==> config.mk <==
export PLATFORM = sky130hd
export DESIGN_NAME = pkt_data_port
export DESIGN_NICKNAME = d
export VERILOG_FILES = /design/src/rtl/pkt_port_pkg.sv /design/src/rtl/pkt_port_ctrl.sv /design/src/rtl/pkt_port_dpath.sv /design/src/rtl/pkt_data_port.sv
export SDC_FILE = /design/constraint.sdc
export NUM_CORES = 1
export LEC_CHECK = 0
export BUFFER_PORTS_ARGS = -buffer_cell sky130_fd_sc_hd__buf_2
export CELL_PAD_IN_SITES_DETAIL_PLACEMENT = 0
export CELL_PAD_IN_SITES_GLOBAL_PLACEMENT = 1
export CORE_MARGIN = 8
export CORE_UTILIZATION = 49
export CTS_CLUSTER_SIZE = 40
export DETAILED_ROUTE_END_ITERATION = 8
export GPL_TIMING_DRIVEN = 0
export PLACE_DENSITY_LB_ADDON = 0.12
export SKIP_LAST_GASP = 1
export SYNTH_ARGS = -nofsm -noshare
export SYNTH_HDL_FRONTEND = slang
export SYNTH_HIERARCHICAL = 1
export SYNTH_SLANG_ARGS = --single-unit
export TNS_END_PERCENT = 10
==> constraint.sdc <==
create_clock -name clk -period 6.5 [get_ports clk]
set_input_delay 1.3 -clock clk [delete_from_list [all_inputs] [get_ports clk]]
set_output_delay 1.3 -clock clk [all_outputs]
set_load 0.01 [all_outputs]
==> src/rtl/pkt_port_pkg.sv <==
package pkt_port_pkg;
  localparam logic [3:0] PTR_OFS     = 4'h6;
  localparam logic [3:0] DATA_OFS_LO = 4'h8;
  localparam logic [3:0] DATA_OFS_HI = 4'hA;
  localparam int         AUTO_BIT    = 14;

  typedef struct packed {
    logic flush;   // drop queued and in-flight read-ahead data
    logic issue;   // launch one read-ahead fetch
    logic pop;     // retire queue head
    logic memWr;   // host data write owns the memory port
  } portStrobe_t;
endpackage

==> src/rtl/pkt_port_ctrl.sv <==
module pkt_port_ctrl
  import pkt_port_pkg::*;
#(
  parameter int PTR_W       = 11,
  parameter int FILL_CYCLES = 80,
  parameter int DEPTH       = 4,
  localparam int CNT_W      = $clog2(DEPTH + 1),
  localparam int TMR_W      = $clog2(FILL_CYCLES + 1)
) (
  input  logic              clk,
  input  logic              rst,
  input  logic [3:0]        hostAddr,
  input  logic [1:0]        hostBe,
  input  logic              hostWr,
  input  logic              hostRd,
  input  logic [15:0]       hostWdata,
  output logic [15:0]       hostRdata,
  input  logic [CNT_W-1:0]  count,
  input  logic              inflight,
  input  logic [15:0]       head,
  output portStrobe_t       strb,
  output logic [PTR_W-2:0]  fetchBase,
  output logic [PTR_W-2:0]  ptrWord,
  output logic [15:0]       memWdata,
  output logic [1:0]        memBe,
  output logic              dataReady,
  output logic              ptrOddErr
);
  logic [PTR_W-1:0] ptr, ptrNext, ptrAdv, newPtr;
  logic             autoInc;
  logic [7:0]       lowStage;
  logic [TMR_W-1:0] timer;
  logic [15:0]      hiVal, ptrView, dataVal;
  logic [7:0]       wrByte, rdByte;
  logic isPtr, isData, wordAcc, ptrWordWr, ptrLowWr, ptrHighWr, commit;
  logic dataWr, dataRd, rdAccept, step;

  always_comb begin
    isPtr     = (hostAddr == PTR_OFS);
    isData    = (hostAddr == DATA_OFS_LO) || (hostAddr == DATA_OFS_HI);
    wordAcc   = (hostBe == 2'b11);
    ptrWordWr = hostWr && isPtr && wordAcc;
    ptrLowWr  = hostWr && isPtr && (hostBe == 2'b01);
    ptrHighWr = hostWr && isPtr && (hostBe == 2'b10);
    commit    = ptrWordWr || ptrHighWr;
    dataWr    = hostWr && isData && (hostBe != 2'b00);
    dataRd    = hostRd && !hostWr && isData && (hostBe != 2'b00);
    dataReady = (timer == '0) && (count != '0);
    rdAccept  = dataRd && dataReady;
    step      = (dataWr || rdAccept) && autoInc;

    hiVal   = {hostWdata[15:8], lowStage};
    newPtr  = ptrWordWr ? hostWdata[PTR_W-1:0] : hiVal[PTR_W-1:0];
    ptrAdv  = ptr + (wordAcc ? PTR_W'(2) : PTR_W'(1));
    ptrNext = commit ? newPtr : (step ? ptrAdv : ptr);

    strb.flush = commit || dataWr;
    strb.memWr = dataWr;
    strb.pop   = rdAccept && autoInc && (ptrAdv[PTR_W-1:1] != ptr[PTR_W-1:1]);
    strb.issue = !strb.flush && ((int'(count) + int'(inflight)) < DEPTH);

    fetchBase = ptrNext[PTR_W-1:1];
    ptrWord   = ptr[PTR_W-1:1];
    wrByte    = hostBe[1] ? hostWdata[15:8] : hostWdata[7:0];
    memWdata  = wordAcc ? hostWdata : {wrByte, wrByte};
    memBe     = wordAcc ? 2'b11 : (ptr[0] ? 2'b10 : 2'b01);

    rdByte  = ptr[0] ? head[15:8] : head[7:0];
    dataVal = wordAcc ? head : {rdByte, rdByte};
    ptrView = '0;
    ptrView[PTR_W-1:0] = ptr;
    ptrView[AUTO_BIT]  = autoInc;
    ptrOddErr = !autoInc && ptr[0];
  end

  always_ff @(posedge clk) begin
    if (rst) begin
      ptr       <= '0;
      autoInc   <= 1'b0;
      lowStage  <= '0;
      timer     <= TMR_W'(FILL_CYCLES);
      hostRdata <= '0;
    end else begin
      ptr <= ptrNext;
      if (commit) autoInc <= hostWdata[AUTO_BIT];
      if (ptrLowWr) lowStage <= hostWdata[7:0];
      if (commit) timer <= TMR_W'(FILL_CYCLES);
      else if (timer != '0) timer <= timer - 1'b1;
      if (hostRd && !hostWr) begin
        if (isData) hostRdata <= rdAccept ? dataVal : 16'h0000;
        else if (isPtr) hostRdata <= ptrView;
        else hostRdata <= 16'h0000;
      end
    end
  end
endmodule

==> src/rtl/pkt_port_dpath.sv <==
module pkt_port_dpath
  import pkt_port_pkg::*;
#(
  parameter int PTR_W  = 11,
  parameter int DEPTH  = 4,
  localparam int CNT_W = $clog2(DEPTH + 1),
  localparam int IDX_W = (DEPTH > 1) ? $clog2(DEPTH) : 1
) (
  input  logic              clk,
  input  logic              rst,
  input  portStrobe_t       strb,
  input  logic [PTR_W-2:0]  fetchBase,
  input  logic [PTR_W-2:0]  ptrWord,
  input  logic [15:0]       memRdata,
  output logic              memEn,
  output logic              memWe,
  output logic [PTR_W-2:0]  memAddr,
  output logic [CNT_W-1:0]  count,
  output logic              inflight,
  output logic [15:0]       head
);
  logic [15:0]      store [DEPTH];
  logic [IDX_W-1:0] wrIdx, rdIdx;
  logic [PTR_W-2:0] fetchAddr;
  logic             push;

  function automatic logic [IDX_W-1:0] bump(input logic [IDX_W-1:0] idx);
    return (int'(idx) == DEPTH - 1) ? '0 : idx + 1'b1;
  endfunction

  always_comb begin
    push    = inflight && !strb.flush;
    memEn   = strb.memWr || strb.issue;
    memWe   = strb.memWr;
    memAddr = strb.memWr ? ptrWord : fetchAddr;
    head    = store[rdIdx];
  end

  always_ff @(posedge clk) begin
    if (rst) begin
      count     <= '0;
      wrIdx     <= '0;
      rdIdx     <= '0;
      inflight  <= 1'b0;
      fetchAddr <= '0;
    end else if (strb.flush) begin
      count     <= '0;
      wrIdx     <= '0;
      rdIdx     <= '0;
      inflight  <= 1'b0;
      fetchAddr <= fetchBase;
    end else begin
      if (push) wrIdx <= bump(wrIdx);
      if (strb.pop) rdIdx <= bump(rdIdx);
      count    <= count + CNT_W'(push) - CNT_W'(strb.pop);
      inflight <= strb.issue;
      if (strb.issue) fetchAddr <= fetchAddr + 1'b1;
    end
  end

  always_ff @(posedge clk) begin
    if (push) store[wrIdx] <= memRdata;
  end
endmodule

==> src/rtl/pkt_data_port.sv <==
module pkt_data_port
  import pkt_port_pkg::*;
#(
  parameter int PTR_W       = 11,
  parameter int FILL_CYCLES = 80,
  parameter int DEPTH       = 4
) (
  input  logic             clk,
  input  logic             rst,
  input  logic [3:0]       hostAddr,
  input  logic [1:0]       hostBe,
  input  logic             hostWr,
  input  logic             hostRd,
  input  logic [15:0]      hostWdata,
  output logic [15:0]      hostRdata,
  output logic             memEn,
  output logic             memWe,
  output logic [PTR_W-2:0] memAddr,
  output logic [1:0]       memBe,
  output logic [15:0]      memWdata,
  input  logic [15:0]      memRdata,
  output logic             dataReady,
  output logic             ptrOddErr
);
  localparam int CNT_W = $clog2(DEPTH + 1);

  portStrobe_t      strb;
  logic [CNT_W-1:0] count;
  logic             inflight;
  logic [15:0]      head;
  logic [PTR_W-2:0] fetchBase, ptrWord;

  pkt_port_ctrl #(.PTR_W(PTR_W), .FILL_CYCLES(FILL_CYCLES), .DEPTH(DEPTH)) u_ctrl (
    .clk(clk), .rst(rst), .hostAddr(hostAddr), .hostBe(hostBe), .hostWr(hostWr),
    .hostRd(hostRd), .hostWdata(hostWdata), .hostRdata(hostRdata), .count(count),
    .inflight(inflight), .head(head), .strb(strb), .fetchBase(fetchBase),
    .ptrWord(ptrWord), .memWdata(memWdata), .memBe(memBe), .dataReady(dataReady),
    .ptrOddErr(ptrOddErr)
  );

  pkt_port_dpath #(.PTR_W(PTR_W), .DEPTH(DEPTH)) u_dpath (
    .clk(clk), .rst(rst), .strb(strb), .fetchBase(fetchBase), .ptrWord(ptrWord),
    .memRdata(memRdata), .memEn(memEn), .memWe(memWe), .memAddr(memAddr),
    .count(count), .inflight(inflight), .head(head)
  );
endmodule

==> metrics, run 1 <==
outcome=finished, final reports clean; Reg clk slew, reported paths=0.05 ns; post-synth top area cell=edfxtp_1; top post-synthesis cells by area=edfxtp_1, dfxtp_1, mux2_2; peak supply drop=0.000237 V; Finished Cell Area=7460 um^2; PortBufs=88; Cell variety after synth=57; TritonCTS clock tree=built; Vias/cell=5.47; IO Pins=90; syn nets=595; Finished Core Util=59.6%; # setup viols final=0; initial antenna violation count=0; CTS Hold Bufs=0; pwr dens=278 nW/um^2; multi-input logic area=2710 um^2; core area=12500 um^2; synthesized area=6230 um^2; slowest CP cell=buf_1; site row count=41; critical path's largest stage delay=0.43 ns; MaxCap Viol Count=0; post-route ant nets=0; crit end category=flop; setup TNS=0 ns; Final Hold Vio Count=0; largest net degree at the start of global routing=17; Final Wtd Congestion=0.868; clock sink count=127; Post-synth ARST share=0%; Hold WS=0.487 ns; EDFF count, synth=64; Worst Hold Class=flop to flop; area of placed instances=6890 um^2; fin nets=702; Total GRT Usage=19.5%; worst path bufs/invs=4; Ys Warns=6; Syn Inst Count=539; Setup Fix Bufs, Post-CTS=0; worst-margin pin slew=0.949 ns; clk_skew=0.00672 ns; Die Ht=129 um; H-tree depth=4; worst-path maximum fanout=10; number of gates resized after CTS=0; Storage cell area=3180 um^2; HPWL after DPL=11400 um; top post-synthesis cells by count=edfxtp_1, dfxtp_1, mux2_2; Power Total=2.08 mW; worst setup margin=1.78 ns; layout cells sized above 1=32.0%; initial core utilization=49.8%; fin crit share=72.5%; most numerous cell in the Yosys netlist=edfxtp_1; CP Launch Type=input pin; clk_lat worst skew=0.42 ns; number of global-route vias before repair=4650; TritonCTS Buffers=17; setup repair after global routing missed its margin=no; # DRC=0; WP data required=6.80 ns; Static Leak=2.86 nW; sequential area share after synthesis=51.1%; Mean Syn Cell Area=11.6 um^2; fill count=1084; drt total wl=15300 um; Cells after DPL=799; Area Growth Syn to Fin=19.7%; Slew HR=36.3%; area share of the largest cell type after synthesis=30.8%; WL per Instance=18.4 um; Die W=129 um; Max Buffers Root-to-Sink=2; critical path type=input pin to flop; Finished Layout Cells=831; max-slew violations=0; worst-path cell chain=buf_2, buf_2, buf_1, nand2_1, ha_1, ha_1, a31oi_1, nand2_1, o211a_1, ha_1, inv_1, ha_1, fa_1, xnor2_1, xnor2_1, nor2_1; DR iter-0 viols=369; first-pass GRT wire length=24400 um; grt ovf=0; die area=16600 um^2; arrival time worst endpoint=5.01 ns; pre-CTS setup slack=1.37 ns; # diodes=0; crit-path leading delay family=adder cells; routed via count=4547; drt first pass iters=4; Root Buffer=clkbuf_16; Max Freq=0.212 GHz; FF+latch count, synth=127; fin crit period=4.72 ns; crit-path most repeated cell=ha_1; Top FF cell, synth=edfxtp_1
[final timing paths]
path                                         from                               to  slack [ns]  cells past startpoint
setup / recovery                        hostBe[0]      u_dpath/count[2]$_SDFF_PP0_        1.78                     16
hold / removal    u_ctrl/lowStage[4]$_SDFFE_PP0P_  u_ctrl/lowStage[4]$_SDFFE_PP0P_        0.49                      2
hold reg to reg   u_ctrl/lowStage[4]$_SDFFE_PP0P_  u_ctrl/lowStage[4]$_SDFFE_PP0P_        0.49                      2
setup reg to reg     u_ctrl/timer[0]$_SDFFE_PP0P_      u_dpath/count[2]$_SDFF_PP0_        3.06                     14
[per-layer routing]
metal / vias to the layer above / GRT usage, % / wire length (um)
met3: 25 / 4.68 / 799
met5: - / 0 / 0
met1: 2202 / 23.3 / 6500
met2: 127 / 32.7 / 7630
met4: 0 / 8.50 / 380
li1: 2193 / - / -
[cell usage in the layout (no fill, tap or decap), drive strengths merged, types with 14 or more instances in the layout]
cell type  Yosys  layout
buf           30     118
edfxtp        64      64
dfxtp         63      63
mux2          44      44
nand2         43      43
nor2          43      43
clkbuf        20      39
nand3         18      18
a21oi         18      18
inv           15      18
a211oi        16      16
mux4          16      16
mux2i         14      14
[cell type report]
class                      count  share of cell area, %
inverter                      15                  0.755
tap                          172                   2.88
sequential                   127                   42.7
buffer                        50                   3.89
clock buffer                  19                   5.80
multi-input combinational    347                   36.3
timing repair buffer          88                   5.90
clock inverter                13                   1.86
[report_power, final]
part	switching, mW	leakage, nW	internal [mW]	total [mW]
sequential	0.0338	1.10	0.893	0.926
clock	0.346	0.269	0.564	0.910
combinational	0.131	1.50	0.109	0.240
total	0.511	2.86	1.57	2.08
[flip-flops by register name (all words and copies together), names as in the netlist, named ones only]
signal and cells:
u_ctrl/hostRdata 16, u_dpath/fetchAddr 10, u_ctrl/ptr 11, u_dpath/store 64, u_ctrl/timer 7, u_dpath/wrIdx 2
u_ctrl/lowStage 8, u_dpath/rdIdx 2, u_ctrl/autoInc 1, u_dpath/inflight 1, u_dpath/count 3
[tightest hold or removal path, delay by kind of cell (launching register included)]
| family | cells | cell delay [ns] |
|---|---|---|
| multiplexers | 1 | 0.06 |
| flip-flops | 1 | 0.32 |
| AND/OR/NAND/NOR | 1 | 0.07 |
[logic make-up after synthesis]
group,count (synthesis),share of synthesized area (%)
simple gates,163,13.3
compound gates,75,8.23
xor+xnor,21,2.95
fa+ha+maj,14,2.93
mux,74,16.0
flops,127,51.1
buf+inv,65,5.56
No activity file was read; power rests on OpenSTA's default activity.
==> run 2: changes to the inputs <==
Settings changed: CORE_UTILIZATION 49 to 46.
Clock period 6.5 ns to 4.4 ns, I/O delays scaled along.
==> run 2 against run 1 <==
  * Routed wire length grew 3.3%
  * Utilization decreased by 3.0 points
  * Power increased by 50%
  * Register-to-register slack got worse by 2.1 ns
  * Die area grew 5.7%
  * Critical endpoint unchanged
==> metrics, run 2 (synthesized netlist as in run 1, its figures left out) <==
outcome=finished, final reports clean; die area=17500 um^2 (+5.7%); CP Launch Type=input pin; MaxCap Viol Count=0 (unchanged); Vias/cell=5.44 (-0.59%); Finished Cell Area=7490 um^2 (+0.40%); arrival time worst endpoint=4.31 ns (-0.70 ns); IO Pins=90 (unchanged); Area Growth Syn to Fin=20.2%; Total GRT Usage=18.6% (-0.87 points); number of flip-flops in the largest register=64 (unchanged); critical path type=input pin to flop; # setup viols final=0 (unchanged); drt total wl=15800 um (+3.3%); number of global-route vias before repair=4740 (+1.9%); HPWL after DPL=11500 um (+1.7%); Worst Hold Class=flop to flop; layout cells sized above 1=32.3% (+0.30 points); clk_lat worst skew=0.42 ns (about the same); Final Hold Vio Count=0 (unchanged); WL per Instance=18.9 um (+2.8%); largest net degree at the start of global routing=17 (unchanged); peak supply drop=0.000348 V (+47%); crit end category=flop; routed via count=4542 (-0.11%); Final Wtd Congestion=0.884 (+1.8%); worst-path maximum fanout=10 (unchanged); # diodes=0 (unchanged); site row count=42 (+2.4%); pre-CTS setup slack=-0.362 ns (-1.73 ns); PortBufs=88 (unchanged); Max Buffers Root-to-Sink=2 (unchanged); Max Freq=0.250 GHz; fin crit share=91.1%; grt ovf=0 (unchanged); H-tree depth=4 (unchanged); initial antenna violation count=0 (unchanged); post-route ant nets=0 (unchanged); worst-margin pin slew=0.971 ns (+0.0225 ns); pwr dens=417 nW/um^2 (+50%); DR iter-0 viols=309 (-16%); core area=13200 um^2 (+5.8%); Slew HR=34.7% (-1.5 points); Regs by FF count=u_dpath/store x64, u_ctrl/hostRdata x16, u_ctrl/ptr x11; Setup Fix Bufs, Post-CTS=0 (unchanged); setup repair after global routing missed its margin=no; initial core utilization=47.1% (-2.7 points); Power Total=3.12 mW (+50%); Die Ht=132 um (+2.8%); fin nets=702 (unchanged); commonest cells after routing, fill and taps aside=buf_2, edfxtp_1, dfxtp_1; Static Leak=2.88 nW (+0.48%); Reg clk slew, reported paths=0.06 ns (about the same); # DRC=0 (unchanged); TritonCTS clock tree=built; Most flops, register=u_dpath/store; max-slew violations=0 (unchanged); Root Buffer=clkbuf_16; worst setup margin=0.392 ns (-1.39 ns); clk_skew=0.00773 ns (+0.00101 ns); r2r startpoint=u_ctrl/timer[0]$_SDFFE_PP0P_; Worst Setup SP=hostBe[1]; Die W=132 um (+2.8%); fin crit period=4.01 ns; area of placed instances=6900 um^2 (about the same); TritonCTS Buffers=17 (unchanged); clock sink count=127 (unchanged); first-pass GRT wire length=25600 um (+5.0%); most common cell after layout, fill and taps aside=buf_2; Hold WS=0.492 ns (+0.00491 ns); drt first pass iters=6 (+2); Hold Crit Start=u_ctrl/lowStage[4]$_SDFFE_PP0P_; WP data required=4.70 ns (-2.10 ns)
==> run 2: power by group <==
group | switching [mW] | internal, mW
registers | 0.0509 | 1.32
clock network | 0.512 | 0.885
logic | 0.194 | 0.161
total | 0.757 | 2.36
==> run 2: per-layer routing <==
layer	GRT usage, %	up-vias	share of wire [%]
met5	0	-	0
met4	7.13	0	1.6
met3	4.81	22	5.9
met2	30.9	133	49
met1	22.6	2195	43
li1	-	2192	-
==> run 2: metrics by stage <==
| step | TNS, ns | cells | util [%] |
|---|---|---|---|
| floorplan | 0 | 539 | - |
| global placement | -0.433 | 803 | 52.1 |
| detailed placement | -0.550 | 803 | 52.1 |
| CTS | 0 | 835 | 56.5 |
| global route | 0 | 835 | 56.6 |
| finish | 0 | 835 | 56.6 |
==> run 2: final timing paths <==
kind                                     end  slack (ns)  depth (start not counted)
max reg2reg      u_dpath/count[2]$_SDFF_PP0_        0.98                         14
min          u_ctrl/lowStage[4]$_SDFFE_PP0P_        0.49                          2
max              u_dpath/count[2]$_SDFF_PP0_        0.39                         15
min reg2reg  u_ctrl/lowStage[4]$_SDFFE_PP0P_        0.49                          2
==> run 2: timing repair <==
action / in CTS / in global routing
hold buffers: 0 / 0
endpoints found under the setup margin: 0 / 2
endpoints found under the hold margin: 0 / 0
resized for setup: 0 / 2
==> run 2: critical path, cell delays in order <==
cell and delay (ns):
buf_4 0.14, clkbuf_1 0.46, nand2_2 0.31, ha_1 0.33
ha_1 0.21, a31oi_1 0.28, nand2_1 0.09, o211a_1 0.31
ha_1 0.32, inv_1 0.04, ha_1 0.18, fa_1 0.38
xnor2_1 0.18, xnor2_1 0.14, nor2_1 0.05
==> run 2: layout make-up <==
| type | count | area [um^2] |
|---|---|---|
| plain buffers | 50 | 292 |
| clock buffers | 17 | 425 |
| clock inverters | 15 | 168 |
| fillers | 1170 | 5750 |
| inverters | 15 | 56.3 |
| multi-input cells | 347 | 2710 |
| flip-flops and latches | 127 | 3180 |
| well taps | 176 | 220 |
| repair buffers | 88 | 440 |
